File: src/rtl/spi_irq_cause_pkg.sv
// Package: shared sizes and bit positions for the SPI interrupt cause unit.
// Assumes the status vector layout is fixed by the controller that drives it.
package spi_irq_cause_pkg;
    localparam int unsigned IRQ_BITS = 13;

    // Bit positions of the status vector (a neighbour decodes these).
    localparam int unsigned POS_XFER_DONE   = 0;
    localparam int unsigned POS_XFER_READY  = 1;
    localparam int unsigned POS_RXQ_READY   = 2;
    localparam int unsigned POS_TXQ_READY   = 3;
    localparam int unsigned POS_RXQ_EMPTY   = 4;
    localparam int unsigned POS_RXQ_FULL    = 5;
    localparam int unsigned POS_TXQ_EMPTY   = 6;
    localparam int unsigned POS_TXQ_FULL    = 7;
    localparam int unsigned POS_RXQ_UNDER   = 8;
    localparam int unsigned POS_RXQ_OVER    = 9;
    localparam int unsigned POS_TXQ_UNDER   = 10;
    localparam int unsigned POS_TXQ_OVER    = 11;
    localparam int unsigned POS_NO_ADDR_CFG = 12;

    typedef logic [IRQ_BITS-1:0] irq_vec_t;
endpackage

File: src/rtl/spi_irq_edge_detect.sv
// Module: per-bit rising-edge detector for the level status vector.
// Holds the previous status, which resets to 0, and flags bits that were 0
// at the previous clock edge and are 1 now. Assumes status_i is synchronous to clk.
module spi_irq_edge_detect #(
    parameter int unsigned WIDTH = 13
) (
    input  logic             clk,
    input  logic             rst_n,
    input  logic [WIDTH-1:0] status_i,
    output logic [WIDTH-1:0] rise_o
);
    logic [WIDTH-1:0] prev_q;

    // Remember the status seen at the last clock edge.
    always_ff @(posedge clk) begin
        if (!rst_n) prev_q <= '0;
        else        prev_q <= status_i;
    end

    // One detector per bit.
    for (genvar g = 0; g < WIDTH; g++) begin : g_bit
        always_comb rise_o[g] = status_i[g] & ~prev_q[g];
    end

    // a bit that was high at the last edge cannot report a rise.
    a_r3_no_rise_when_held: assert property (@(posedge clk) disable iff (!rst_n)
        (status_i != '0) |=> ((rise_o & $past(status_i)) == '0));
endmodule

File: src/rtl/spi_irq_cause_bank.sv
// Module: sticky cause register with write-one-to-clear.
// A detected rise sets a bit. A clear write with a 1 in that position clears
// it unless a rise arrives in the same cycle, in which case the set wins.
module spi_irq_cause_bank #(
    parameter int unsigned WIDTH = 13
) (
    input  logic             clk,
    input  logic             rst_n,
    input  logic [WIDTH-1:0] rise_i,
    input  logic             clr_wr_i,
    input  logic [WIDTH-1:0] clr_data_i,
    output logic [WIDTH-1:0] cause_o
);
    logic [WIDTH-1:0] cause_q;
    logic [WIDTH-1:0] clr_w;

    // Qualify the clear pattern with its strobe.
    always_comb clr_w = clr_wr_i ? clr_data_i : '0;

    // Each bit: set on rise, else clear on a one-write, else hold.
    for (genvar g = 0; g < WIDTH; g++) begin : g_bit
        always_ff @(posedge clk) begin
            if (!rst_n)          cause_q[g] <= 1'b0;
            else if (rise_i[g])  cause_q[g] <= 1'b1;
            else if (clr_w[g])   cause_q[g] <= 1'b0;
        end

        // a rise always leaves the bit set, even against a clear.
        a_r5_set_wins: assert property (@(posedge clk) disable iff (!rst_n)
            rise_i[g] |=> cause_q[g]);
        // a clear without a rise empties the bit.
        a_r4_clear_one: assert property (@(posedge clk) disable iff (!rst_n)
            (clr_w[g] && !rise_i[g]) |=> !cause_q[g]);
        // no rise and no clear, no change.
        a_r4_hold: assert property (@(posedge clk) disable iff (!rst_n)
            (!clr_w[g] && !rise_i[g]) |=> $stable(cause_q[g]));
    end

    always_comb cause_o = cause_q;
endmodule

File: src/rtl/spi_irq_mask_reg.sv
// Module: interrupt enable mask, loaded whole by a write strobe.
// Assumes the bus side presents a full-width value on every write.
module spi_irq_mask_reg #(
    parameter int unsigned WIDTH = 13
) (
    input  logic             clk,
    input  logic             rst_n,
    input  logic             wr_i,
    input  logic [WIDTH-1:0] wdata_i,
    output logic [WIDTH-1:0] mask_o
);
    logic [WIDTH-1:0] mask_q;

    // Load the mask on a write, hold it otherwise.
    always_ff @(posedge clk) begin
        if (!rst_n)    mask_q <= '0;
        else if (wr_i) mask_q <= wdata_i;
    end

    // without a write the mask keeps its value.
    a_r8_mask_hold: assert property (@(posedge clk) disable iff (!rst_n)
        !wr_i |=> $stable(mask_q));

    always_comb mask_o = mask_q;
endmodule

File: src/rtl/spi_irq_combine.sv
// Module: gates the causes with the mask and reduces them to one level line.
// Purely combinational. Assumes both inputs come from registers.
module spi_irq_combine #(
    parameter int unsigned WIDTH = 13
) (
    input  logic [WIDTH-1:0] cause_i,
    input  logic [WIDTH-1:0] mask_i,
    output logic             irq_o
);
    logic [WIDTH-1:0] live_w;

    // Keep only the causes that are enabled, then OR them together.
    always_comb begin
        live_w = cause_i & mask_i;
        irq_o  = |live_w;
    end
endmodule

File: src/rtl/spi_irq_cause.sv
// Module: top of the SPI edge-triggered interrupt cause unit.
// Status rises latch into the causes, software clears them by writing ones,
// and the mask gates them onto irq_o. Uses a synchronous active-low reset.
module spi_irq_cause
    import spi_irq_cause_pkg::*;
#(
    parameter int unsigned WIDTH = IRQ_BITS
) (
    input  logic             clk,
    input  logic             rst_n,
    input  logic [WIDTH-1:0] status_i,
    input  logic             cause_wr_i,
    input  logic [WIDTH-1:0] cause_wdata_i,
    input  logic             mask_wr_i,
    input  logic [WIDTH-1:0] mask_wdata_i,
    output logic [WIDTH-1:0] cause_rd_o,
    output logic [WIDTH-1:0] mask_rd_o,
    output logic             irq_o
);
    logic [WIDTH-1:0] rise_w;
    logic [WIDTH-1:0] cause_w;
    logic [WIDTH-1:0] mask_w;

    spi_irq_edge_detect #(.WIDTH(WIDTH)) u_edge (
        .clk(clk), .rst_n(rst_n), .status_i(status_i), .rise_o(rise_w)
    );

    spi_irq_cause_bank #(.WIDTH(WIDTH)) u_cause (
        .clk(clk), .rst_n(rst_n), .rise_i(rise_w),
        .clr_wr_i(cause_wr_i), .clr_data_i(cause_wdata_i), .cause_o(cause_w)
    );

    spi_irq_mask_reg #(.WIDTH(WIDTH)) u_mask (
        .clk(clk), .rst_n(rst_n), .wr_i(mask_wr_i),
        .wdata_i(mask_wdata_i), .mask_o(mask_w)
    );

    spi_irq_combine #(.WIDTH(WIDTH)) u_comb (
        .cause_i(cause_w), .mask_i(mask_w), .irq_o(irq_o)
    );

    always_comb begin
        cause_rd_o = cause_w;
        mask_rd_o  = mask_w;
    end

    // a zero mask keeps the line low.
    a_r7_zero_mask_silent: assert property (@(posedge clk) disable iff (!rst_n)
        (mask_w == '0) |-> !irq_o);
    // a rise latches even when its mask bit is 0.
    a_r6_latch_unmasked: assert property (@(posedge clk) disable iff (!rst_n)
        ((rise_w & ~mask_w) != '0) |=> ((cause_w & $past(rise_w & ~mask_w)) == $past(rise_w & ~mask_w)));
    // a mask write is visible on the readback after the edge.
    a_r8_mask_load: assert property (@(posedge clk) disable iff (!rst_n)
        mask_wr_i |=> (mask_rd_o == $past(mask_wdata_i)));
endmodule

File: config.mk
export PLATFORM = sky130hd
export DESIGN_NAME = spi_irq_cause
export DESIGN_NICKNAME = d
export VERILOG_FILES = /design/src/rtl/spi_irq_cause_pkg.sv /design/src/rtl/spi_irq_edge_detect.sv /design/src/rtl/spi_irq_cause_bank.sv /design/src/rtl/spi_irq_mask_reg.sv /design/src/rtl/spi_irq_combine.sv /design/src/rtl/spi_irq_cause.sv
export SDC_FILE = /design/constraint.sdc
export NUM_CORES = 1
export LEC_CHECK = 0
export CAP_MARGIN = 20
export CORE_MARGIN = 10
export CORE_UTILIZATION = 35
export DETAILED_ROUTE_END_ITERATION = 7
export DONT_BUFFER_PORTS = 1
export GPL_TIMING_DRIVEN = 1
export PLACE_DENSITY = 0.49
export SLEW_MARGIN = 15
export SYNTH_ARGS = -nofsm -noshare
export SYNTH_HDL_FRONTEND = slang
export SYNTH_HIERARCHICAL = 1
export SYNTH_SLANG_ARGS = --single-unit
File: constraint.sdc
create_clock -name clk -period 0.9 [get_ports clk]
set_clock_uncertainty 0.2 [all_clocks]
set_input_delay 0 -clock clk [delete_from_list [all_inputs] [get_ports clk]]
set_output_delay 0 -clock clk [all_outputs]
set_load 0.01 [all_outputs]
==> impl_metrics.env <==
export IMPL_status="finished with violations"
export IMPL_violations="negative hold slack, negative setup slack"
export IMPL_worst_path_buf_inv=0
export IMPL_drive_gt1_share_pct=55.85
export IMPL_ant_nets=0
export IMPL_finalHoldViolations=39
export IMPL_critPathKind="register to output port"
export IMPL_drv_cap=0
export IMPL_min_from="cause_wr_i"
export IMPL_initial_core_util_pct=35.84
export IMPL_insertion_delay_ns=0.28
export IMPL_h_tree_depth=2
export IMPL_cp_top_family="simple AND/OR/NAND/NOR gates"
export IMPL_die_w_um=86.31
export IMPL_cp_end_kind="output port"
export IMPL_period_needed_ns=1.459
export IMPL_ir_worst_vdd_mv=0.8482
export IMPL_clkPwrFrac_pct=30.6
export IMPL_antenna_found_initial=0
export IMPL_critPathLaunch="u_cause/cause_o[5]"
export IMPL_overflow=0
export IMPL_critPathMaxFanout=2
export IMPL_diodes=0
export IMPL_grt_max_degree=40
export IMPL_crit_path_top_delay_cell="dfxtp_2"
export IMPL_r2r_start="u_cause/cause_o[5]"
export IMPL_arrival_ns=1.26
export IMPL_track_usage_pct=10.72
export IMPL_cp_start_kind="register"
export IMPL_power_density_nw_per_um2=1620
export IMPL_dieArea_um2=7449
export IMPL_place_inst=216
export IMPL_whs_ns=-0.3903
export IMPL_via_per_inst=4.738
export IMPL_synth_avg_cell_area_um2=10.69
export IMPL_p_comb_share_pct=16.3
export IMPL_stdcell_count=240
export IMPL_cts_buffers_inserted=5
export IMPL_p_sw_w=0.0009029
export IMPL_gp_congestion=0.7676
export IMPL_root_buffer="clkbuf_8"
export IMPL_timing_final_ws_setup_ns=-0.5593
export IMPL_r2r_slack_ns=-0.16
export IMPL_final_common_cell="dfxtp_2"
export IMPL_dp_hpwl_mm=3.118
export IMPL_io_pin_count=70
export IMPL_cts_clk_slew_worst_paths_ns=0.08
export IMPL_path_cells="a222oi_1, and3_1, nand3_2"
export IMPL_synth_warnings=6
export IMPL_setup_violations=48
export IMPL_postCtsHoldBufs=14
export IMPL_nets=230
export IMPL_drv_slew=0
export IMPL_grt_pass1_vias=1204
export IMPL_finalPower_w=0.003654
export IMPL_drt_iter0_drc=45
export IMPL_fillCellCount=389
export IMPL_required_ns=0.70
export IMPL_cts_tree="done"
export IMPL_period_share_pct=162.1
export IMPL_max_freq_mhz=685.3
export IMPL_mostFrequentLayoutCells="dfxtp_2, buf_6, nor2b_1"
export IMPL_slowest_delay_ns=0.32
export IMPL_rows=24
export IMPL_switching_share_pct=24.71
export IMPL_synth_cell_types=18
export IMPL_netlist_area_um2=1539
export IMPL_hp_class="input port to register"
export IMPL_p_int_w=0.002751
export IMPL_vias=1137
export IMPL_drt_total_wl_mm=4.104
export IMPL_synth_seq_cells=39
export IMPL_holdPathStages=1
export IMPL_rsz0062_at_grt="yes"
export IMPL_port_buffers=0
export IMPL_die_h_um=86.31
export IMPL_yosysSeqAreaShare_pct=50.73
export IMPL_core_area_um2=4294
export IMPL_slew_headroom_pct=83.00
export IMPL_post_dp_cell_area_um2=1747
export IMPL_clock_path_buffers=2
export IMPL_grt_pass1_wl_mm=6.334
export IMPL_reg2reg_depth=4
export IMPL_hold_path_end="u_cause/cause_o[11]"
export IMPL_drt_first_pass_iters=4
export IMPL_drc=0
export IMPL_area_growth_syn_to_layout_pct=46.59
export IMPL_p_leak_nw=0.9511
export IMPL_syn_nets=187
export IMPL_seq_power_share_pct=53.1
export IMPL_finalInstanceArea_um2=2256
export IMPL_setup_tns_ns=-2.759
export IMPL_numClockSinks=39
export IMPL_wire_per_inst_um=17.10
export IMPL_r2r_end="u_cause/cause_o[5]"
export IMPL_synthCells=144
export IMPL_worst_slew_pin_transition_ns=0.2550
## cell usage after synthesis
| library cell | count | area share (%) |
|---|---|---|
| a22o_1 | 1 | 0.57 |
| inv_1 | 13 | 3.2 |
| and3_1 | 1 | 0.41 |
| buf_12 | 1 | 1.3 |
| buf_4 | 1 | 0.49 |
| a31oi_1 | 3 | 1.2 |
| mux2i_1 | 13 | 8.5 |
| a22oi_1 | 3 | 1.5 |
| o21ai_1 | 13 | 4.2 |
| and2_1 | 13 | 5.3 |
| clkbuf_1 | 1 | 0.24 |
| a222oi_1 | 1 | 0.65 |
| a31oi_2 | 10 | 8.1 |
| dfxtp_1 | 39 | 51 |
| nand3_1 | 1 | 0.32 |
| nor2b_1 | 26 | 11 |
| buf_6 | 3 | 2.2 |
| a221oi_1 | 1 | 0.57 |
## flip-flops by register name (all words and copies together), names as in the netlist
signal / count
u_cause/cause_o: 13
u_edge/prev_q: 13
u_mask/mask_o: 13
## worst max-delay path by stage
| stage | to | slack (ns) | cells past startpoint |
|---|---|---|---|
| 2_1_floorplan | irq_o | -0.20 | 3 |
| 3_3_place_gp | irq_o | -0.24 | 3 |
| 3_5_place_dp | irq_o | -0.24 | 3 |
| 4_1_cts | irq_o | -0.56 | 3 |
| 5_1_grt | irq_o | -0.68 | 3 |
| 6_report | irq_o | -0.56 | 3 |
## power by group through the flow
stage	clock, W	combinational [W]	sequential, W
2_1_floorplan	0	0.000270	0.00198
3_3_place_gp	0	0.000428	0.00193
3_5_place_dp	0	0.000437	0.00194
4_1_cts	0.00117	0.000559	0.00193
5_1_grt	0.00124	0.000649	0.00196
6_report	0.00112	0.000595	0.00194
## metal layers
layer | vias up | track usage (%) | part of all wire (%) | wire length (µm)
li1 | 574 | - | - | -
met1 | 518 | 12.87 | 42 | 1739
met2 | 40 | 16.16 | 46 | 1892
met3 | 5 | 5.816 | 11 | 431
met4 | 0 | 3.093 | 0.97 | 40
met5 | - | 0 | 0 | 0
## area by class of cell
class                      instances  area [µm²]  share of cell area, %
sequential                        39       829.5                  36.77
multi-input combinational         86       774.5                  34.33
timing repair buffer              42       454.2                  20.13
clock buffer                       5       68.82                  3.050
tap                               52       65.06                  2.884
inverter                          13       48.80                  2.163
clock inverter                     3       15.01                 0.6656
## cells by family (layout without fill, tap and decap cells)
logic type	count (synthesis)	in the layout	share of synthesized area, %
compound gates	32	32	16.83
buf+inv	19	63	7.398
flops	39	39	50.73
mux	13	13	8.455
simple gates	41	41	16.59
## repair_timing
item | 4_1_cts | 5_1_grt
pin swaps | 6 | 3
endpoints found under the hold margin | 39 | 39
setup endpoints to repair | 49 | 49
setup buffers | 1 | 1
gates resized for setup | 61 | 34
## per-stage QoR
stage,setup slack [ns],util [%]
3_3_place_gp,-0.2386,40.68
2_1_floorplan,-0.2044,-
3_5_place_dp,-0.2356,40.68
6_report,-0.5593,52.54
5_1_grt,-0.6756,52.54
4_1_cts,-0.5636,49.85
Power figures use the tool's default switching activity.
